$ cat src/rtl/slft_pkg.sv
package slft_pkg;
   typedef enum logic [1:0] {
      PH_HELD   = 2'd0,
      PH_SETTLE = 2'd1,
      PH_LIVE   = 2'd2
   } link_phase_e;
endpackage

$ cat src/rtl/slft_frame_counter.sv
module slft_frame_counter #(
   parameter int FRAME_BCLKS = 500,
   parameter int SYNC_BCLKS  = 4,
   localparam int SW         = $clog2(FRAME_BCLKS)
) (
   input  logic          clk,
   input  logic          rst_n,
   input  logic          link_rst_req,
   output logic          active,
   output logic [SW-1:0] slot,
   output logic          start,
   output logic          sync
);
   localparam logic [SW-1:0] LAST      = SW'(FRAME_BCLKS - 1);
   localparam logic [SW-1:0] SYNC_FROM = SW'(FRAME_BCLKS - SYNC_BCLKS);

   always_ff @(posedge clk or negedge rst_n) begin
      if (!rst_n) begin
         active <= 1'b0;
         slot   <= '0;
      end else if (link_rst_req) begin
         active <= 1'b0;
         slot   <= '0;
      end else begin
         active <= 1'b1;
         if (!active || slot == LAST) slot <= '0;
         else                         slot <= slot + 1'b1;
      end
   end

   assign start = active && (slot == '0);
   assign sync  = active && (slot >= SYNC_FROM);
endmodule

$ cat src/rtl/slft_slot_map.sv
module slft_slot_map #(
   parameter int FRAME_BCLKS = 500,
   parameter int IN_LAG      = 1,
   localparam int SW         = $clog2(FRAME_BCLKS),
   localparam int TW         = $clog2(2 * FRAME_BCLKS)
) (
   input  logic          active,
   input  logic [SW-1:0] slot,
   output logic [TW-1:0] tx_even,
   output logic [TW-1:0] tx_odd,
   output logic [SW-1:0] rx_slot
);
   localparam logic [SW-1:0] LAST = SW'(FRAME_BCLKS - 1);

   assign tx_even = TW'({slot, 1'b0});
   assign tx_odd  = TW'({slot, 1'b1});

   generate
      if (IN_LAG != 0) begin : g_lagged
         always_comb begin
            if (!active)           rx_slot = '0;
            else if (slot == '0)   rx_slot = LAST;
            else                   rx_slot = slot - 1'b1;
         end
      end else begin : g_aligned
         assign rx_slot = slot;
      end
   endgenerate
endmodule

$ cat src/rtl/slft_presence.sv
module slft_presence
   import slft_pkg::*;
#(
   parameter int SDI_LINES    = 3,
   parameter int SETTLE_BCLKS = 12504,
   localparam int CW          = $clog2(SETTLE_BCLKS + 1)
) (
   input  logic                 clk,
   input  logic                 rst_n,
   input  logic                 link_rst_req,
   input  logic [SDI_LINES-1:0] sdi,
   output logic [SDI_LINES-1:0] present,
   output logic                 valid
);
   localparam logic [CW-1:0] DONE_AT = CW'(SETTLE_BCLKS - 1);

   link_phase_e      phase;
   logic [CW-1:0]    wait_cnt;
   logic             grab;

   assign grab  = (phase == PH_SETTLE) && (wait_cnt == DONE_AT) && !link_rst_req;
   assign valid = (phase == PH_LIVE);

   always_ff @(posedge clk or negedge rst_n) begin
      if (!rst_n) begin
         phase    <= PH_HELD;
         wait_cnt <= '0;
      end else if (link_rst_req) begin
         phase    <= PH_HELD;
         wait_cnt <= '0;
      end else begin
         unique case (phase)
            PH_HELD: begin
               phase    <= PH_SETTLE;
               wait_cnt <= '0;
            end
            PH_SETTLE: begin
               if (wait_cnt == DONE_AT) phase <= PH_LIVE;
               else                     wait_cnt <= wait_cnt + 1'b1;
            end
            PH_LIVE:  phase <= PH_LIVE;
            default:  phase <= PH_HELD;
         endcase
      end
   end

   generate
      for (genvar i = 0; i < SDI_LINES; i++) begin : g_line
         always_ff @(posedge clk or negedge rst_n) begin
            if (!rst_n)            present[i] <= 1'b0;
            else if (link_rst_req) present[i] <= 1'b0;
            else if (grab)         present[i] <= sdi[i];
         end
      end
   endgenerate
endmodule

$ cat src/rtl/serial_link_frame_timer.sv
module serial_link_frame_timer #(
   parameter int FRAME_BCLKS  = 500,
   parameter int SYNC_BCLKS   = 4,
   parameter int SETTLE_BCLKS = 12504,
   parameter int SDI_LINES    = 3,
   parameter int IN_LAG       = 1,
   localparam int SW          = $clog2(FRAME_BCLKS),
   localparam int TW          = $clog2(2 * FRAME_BCLKS)
) (
   input  logic                 clk,
   input  logic                 rst_n,
   input  logic                 link_rst_req,
   input  logic [SDI_LINES-1:0] sdi_lines,
   output logic                 link_rst_n_o,
   output logic                 frame_sync,
   output logic                 frame_start,
   output logic [SW-1:0]        bit_slot,
   output logic [TW-1:0]        tx_slot_even,
   output logic [TW-1:0]        tx_slot_odd,
   output logic [SW-1:0]        rx_slot,
   output logic [SDI_LINES-1:0] codec_present,
   output logic                 present_valid
);
   generate
      if (FRAME_BCLKS < 2) begin : g_bad_frame
         $error("FRAME_BCLKS must be at least 2");
      end
      if (SYNC_BCLKS < 1 || SYNC_BCLKS >= FRAME_BCLKS) begin : g_bad_sync
         $error("SYNC_BCLKS must lie in 1..FRAME_BCLKS-1");
      end
      if (SETTLE_BCLKS < 1) begin : g_bad_settle
         $error("SETTLE_BCLKS must be at least 1");
      end
      if (SDI_LINES < 1 || SDI_LINES > 15) begin : g_bad_lines
         $error("SDI_LINES must lie in 1..15");
      end
      if (IN_LAG != 0 && IN_LAG != 1) begin : g_bad_lag
         $error("IN_LAG must be 0 or 1");
      end
   endgenerate

   logic active;

   slft_frame_counter #(
      .FRAME_BCLKS (FRAME_BCLKS),
      .SYNC_BCLKS  (SYNC_BCLKS)
   ) u_count (
      .clk          (clk),
      .rst_n        (rst_n),
      .link_rst_req (link_rst_req),
      .active       (active),
      .slot         (bit_slot),
      .start        (frame_start),
      .sync         (frame_sync)
   );

   slft_slot_map #(
      .FRAME_BCLKS (FRAME_BCLKS),
      .IN_LAG      (IN_LAG)
   ) u_map (
      .active  (active),
      .slot    (bit_slot),
      .tx_even (tx_slot_even),
      .tx_odd  (tx_slot_odd),
      .rx_slot (rx_slot)
   );

   slft_presence #(
      .SDI_LINES    (SDI_LINES),
      .SETTLE_BCLKS (SETTLE_BCLKS)
   ) u_pres (
      .clk          (clk),
      .rst_n        (rst_n),
      .link_rst_req (link_rst_req),
      .sdi          (sdi_lines),
      .present      (codec_present),
      .valid        (present_valid)
   );

   assign link_rst_n_o = active;
endmodule

$ cat config.mk
export PLATFORM = sky130hd
export DESIGN_NAME = serial_link_frame_timer
export DESIGN_NICKNAME = d
export VERILOG_FILES = /design/src/rtl/slft_pkg.sv /design/src/rtl/slft_frame_counter.sv /design/src/rtl/slft_slot_map.sv /design/src/rtl/slft_presence.sv /design/src/rtl/serial_link_frame_timer.sv
export SDC_FILE = /design/constraint.sdc
export NUM_CORES = 1
export LEC_CHECK = 0
export CAP_MARGIN = 20
export CORE_ASPECT_RATIO = 1.5
export CORE_MARGIN = 3
export CORE_UTILIZATION = 50
export CTS_CLUSTER_DIAMETER = 30
export CTS_CLUSTER_SIZE = 28
export DETAILED_ROUTE_END_ITERATION = 6
export GPL_ROUTABILITY_DRIVEN = 0
export PLACE_DENSITY = 0.81
export SLEW_MARGIN = 0
export SYNTH_ARGS = -nofsm -noshare
export SYNTH_HDL_FRONTEND = slang
export SYNTH_HIERARCHICAL = 1
export SYNTH_SLANG_ARGS = --single-unit
$ cat constraint.sdc
create_clock -name clk -period 2.5 [get_ports clk]
set_clock_uncertainty 0.1 [all_clocks]
set_input_delay 0.5 -clock clk [delete_from_list [all_inputs] [get_ports clk]]
set_output_delay 0.5 -clock clk [all_outputs]
set_load 0.02 [all_outputs]
==> results.json <==
{
  "async_flop_share_pct": 100,
  "clockBufferDepth": 2,
  "synth_compound_area_share_pct": 19.4,
  "antenna_left": 0,
  "powerDensity_mw_per_mm2": 461,
  "grt_max_degree": 30,
  "min-delay-start": "u_pres/wait_cnt[13]",
  "synth_top_area_cell": "dfrtp_1",
  "detailroute.via_count": 2031,
  "hold_viol": 0,
  "ys.flop_type": "dfrtp_1",
  "yosysSeqAreaShare_pct": 34.5,
  "worst_slew_pin_slew_ns": 0.533,
  "floorplan.initialDensity_pct": 52.7,
  "avgViaCountPerCell": 5.96,
  "clk_latency_ns": 0.28,
  "synthMuxAreaShare_pct": 1.43,
  "drv_cap": 0,
  "path_max_fanout": 2,
  "cpMostUsedCell": "or4_4",
  "clockRootBuffer": "clkbuf_8",
  "violations": "setup timing",
  "placeableCoreArea_mm2": 0.00399,
  "setup_slack_ns": -0.0142,
  "path_cells": "or4_4 -> or4_4 -> a21oi_2 -> buf_6",
  "drc": 0,
  "max_stage_delay_ns": 0.55,
  "cp-start-kind": "flop",
  "ioPinCount": 51,
  "post-dp-hpwl_um": 3930,
  "slew_viol_final": 0,
  "syn_avg_cell_area_um2": 8.76,
  "first_global_vias": 2005,
  "track_usage_pct": 23.6,
  "cp_top_family": "simple AND/OR/NAND/NOR gates",
  "netlist_area_mm2": 0.00210,
  "synth-simple-area-share_pct": 25.8,
  "drtIter0Drc": 88,
  "crit_type": "flop to primary output",
  "htree_levels": 2,
  "first_pass_iters": 4,
  "port_buffers": 48,
  "path_clk_slew_ns": 0.06,
  "n_antenna_cell": 0,
  "slew_headroom_pct": 64.5,
  "final_nets": 309,
  "die_w_um": 59.0,
  "worstSetupEndpointType": "primary output",
  "slowest_stage": "or4_4",
  "r2r-start": "u_pres/wait_cnt[8]",
  "p_total_mw": 1.28,
  "register_area_um2": 726,
  "netlist-cell-type-count": 58,
  "status": "complete, but fails checks",
  "post-route-period-util_pct": 101,
  "synthXorXnorAreaFrac_pct": 1.25,
  "yosysWarnings": 6,
  "worstSetupStartpoint": "u_count/slot[4]",
  "clock_sinks": 29,
  "synth_top_family_by_area": "simple AND/OR/NAND/NOR gates",
  "die-area_mm2": 0.00504,
  "drive_above_1_share_pct": 22.3,
  "cts_tree": "yes",
  "fmax_mhz": 398,
  "crit_required_ns": 1.90,
  "synthAdderAreaFrac_pct": 4.16,
  "final-setup-viol-count": 1,
  "hp-class": "flop to flop",
  "cp.arrival_ns": 1.91,
  "fp.dieH_um": 85.4,
  "gr-total-overflow": 0,
  "netlist_instances": 240,
  "finalCriticalPeriod_ns": 2.51,
  "synth-seq-cells": 29,
  "holdWs_ns": 0.397,
  "grt_pass1_wl_um": 9160,
  "crit_buf_inv": 1,
  "antenna_found_initial": 0,
  "rsz0062_at_grt": "true",
  "multi_input_area_mm2": 0.00117,
  "synthTopCellsByArea": "dfrtp_1 35%, buf_4 7.1%, ha_1 4.2%",
  "fin_setup_tns_ns": -0.0142,
  "ctsHoldBuffers": 0,
  "syn_to_final_growth_pct": 32.2,
  "row_count": 28,
  "finalWirelength_um": 5480,
  "syn_nets": 253,
  "synth_edf_count": 0,
  "synth_top_area_share_pct": 34.5,
  "vdd_ir_drop_max_v": 0.000530,
  "p_leak_nw": 1.19,
  "wl_per_cell_um": 16.1,
  "fillers": 344,
  "cts_buffers": 5
}
==> routing by layer <==
layer	GRT usage (%)	wire (µm)	part of all wire, %
met4	14.2	204	3.7
met2	40.8	2910	53
met1	25.9	2060	38
met5	0	0	0
met3	4.26	307	5.6
==> sequential cells by signal (all words and copies together), names as in the netlist <==
name,flops
u_count/slot,9
u_count/active,1
u_pres/wait_cnt,14
u_pres/phase,2
u_pres/present,3
==> cell usage in the layout (no fill, tap or decap), drive strengths merged, types with 3 or more instances in the layout <==
master,instances
clkdlybuf4s50,38
o21ai,16
dfrtp,29
and4,3
nand2,13
ha,7
nand3,9
nor2,17
nand2b,8
clkbuf,10
buf,35
nor4,7
nand4,6
or3,4
or4,4
nor3,4
o31ai,4
o41ai,3
inv,17
mux2i,3
nor2b,3
a31oi,7
a21oi,13
==> kinds of logic (layout without fill, tap and decap cells) <==
family	after synthesis	in the layout
AO/OA/AOI/OAI	61	61
XOR/XNOR	3	3
adder cells (fa/ha/maj)	7	7
buffers and inverters	45	101
flip-flops	29	29
multiplexers	3	3
other	2	2
AND/OR/NAND/NOR	90	90
==> per-stage QoR <==
stage / std cells / utilization, % / cell area [µm²] / setup WS [ns]
final: 341 / 69.6 / 2780 / -0.0142
after global routing: 341 / 69.6 / 2780 / -0.0716
after CTS: 339 / 68.3 / 2730 / -0.0174
after detailed placement: 332 / 66.1 / 2640 / -0.257
after global placement: 332 / 66.1 / 2640 / -0.232
after floorplan: 240 / - / 2110 / 0.0133
==> repair_timing <==
item / 4_1_cts / 5_1_grt
pin swaps: 3 / 3
setup endpoints to repair: 10 / 9
cloned: 0 / 0
resized for setup: 40 / 19
setup buffers: 0 / 2
==> report_power, final <==
group	switching [mW]	internal, mW
clock	0.162	0.218
sequential	0.0258	0.493
combinational	0.219	0.165
total	0.407	0.875
==> final timing paths <==
path | to | slack (ns) | cells past startpoint
worst max-delay path | rx_slot[8] | -0.01 | 4
worst min-delay path | u_pres/wait_cnt[13] | 0.40 | 1
worst max register to register | u_pres/wait_cnt[3] | 0.22 | 5
worst min register to register | u_pres/wait_cnt[13] | 0.40 | 1
max in group asynchronous | u_count/slot[3] | 1.52 | 2
min in group asynchronous | u_pres/wait_cnt[1] | 0.51 | 2
==> final cells by class <==
class                      instances  share of cell area (%)
sequential                        29                    26.1
clock buffer                       7                    3.11
timing repair buffer              77                    24.3
tap                               45                    2.03
inverter                          17                    2.30
multi-input combinational        166                    42.1
==> cells in the mapped netlist, types with 3 or more instances <==
library cell  instances
a21oi_1              12
a31oi_1               7
buf_4                20
buf_6                 4
clkbuf_1              3
dfrtp_1              29
ha_1                  7
inv_1                17
mux2i_1               3
nand2_1              13
nand2b_1              8
nand3_1               9
nand4_1               6
nor2_1               17
nor2b_1               3
nor3_1                4
nor4_1                6
o21ai_0               9
o21ai_1               7
o31ai_1               4
o41ai_1               3
or3_1                 4
or4_4                 3
Power figures use the tool's default switching activity.
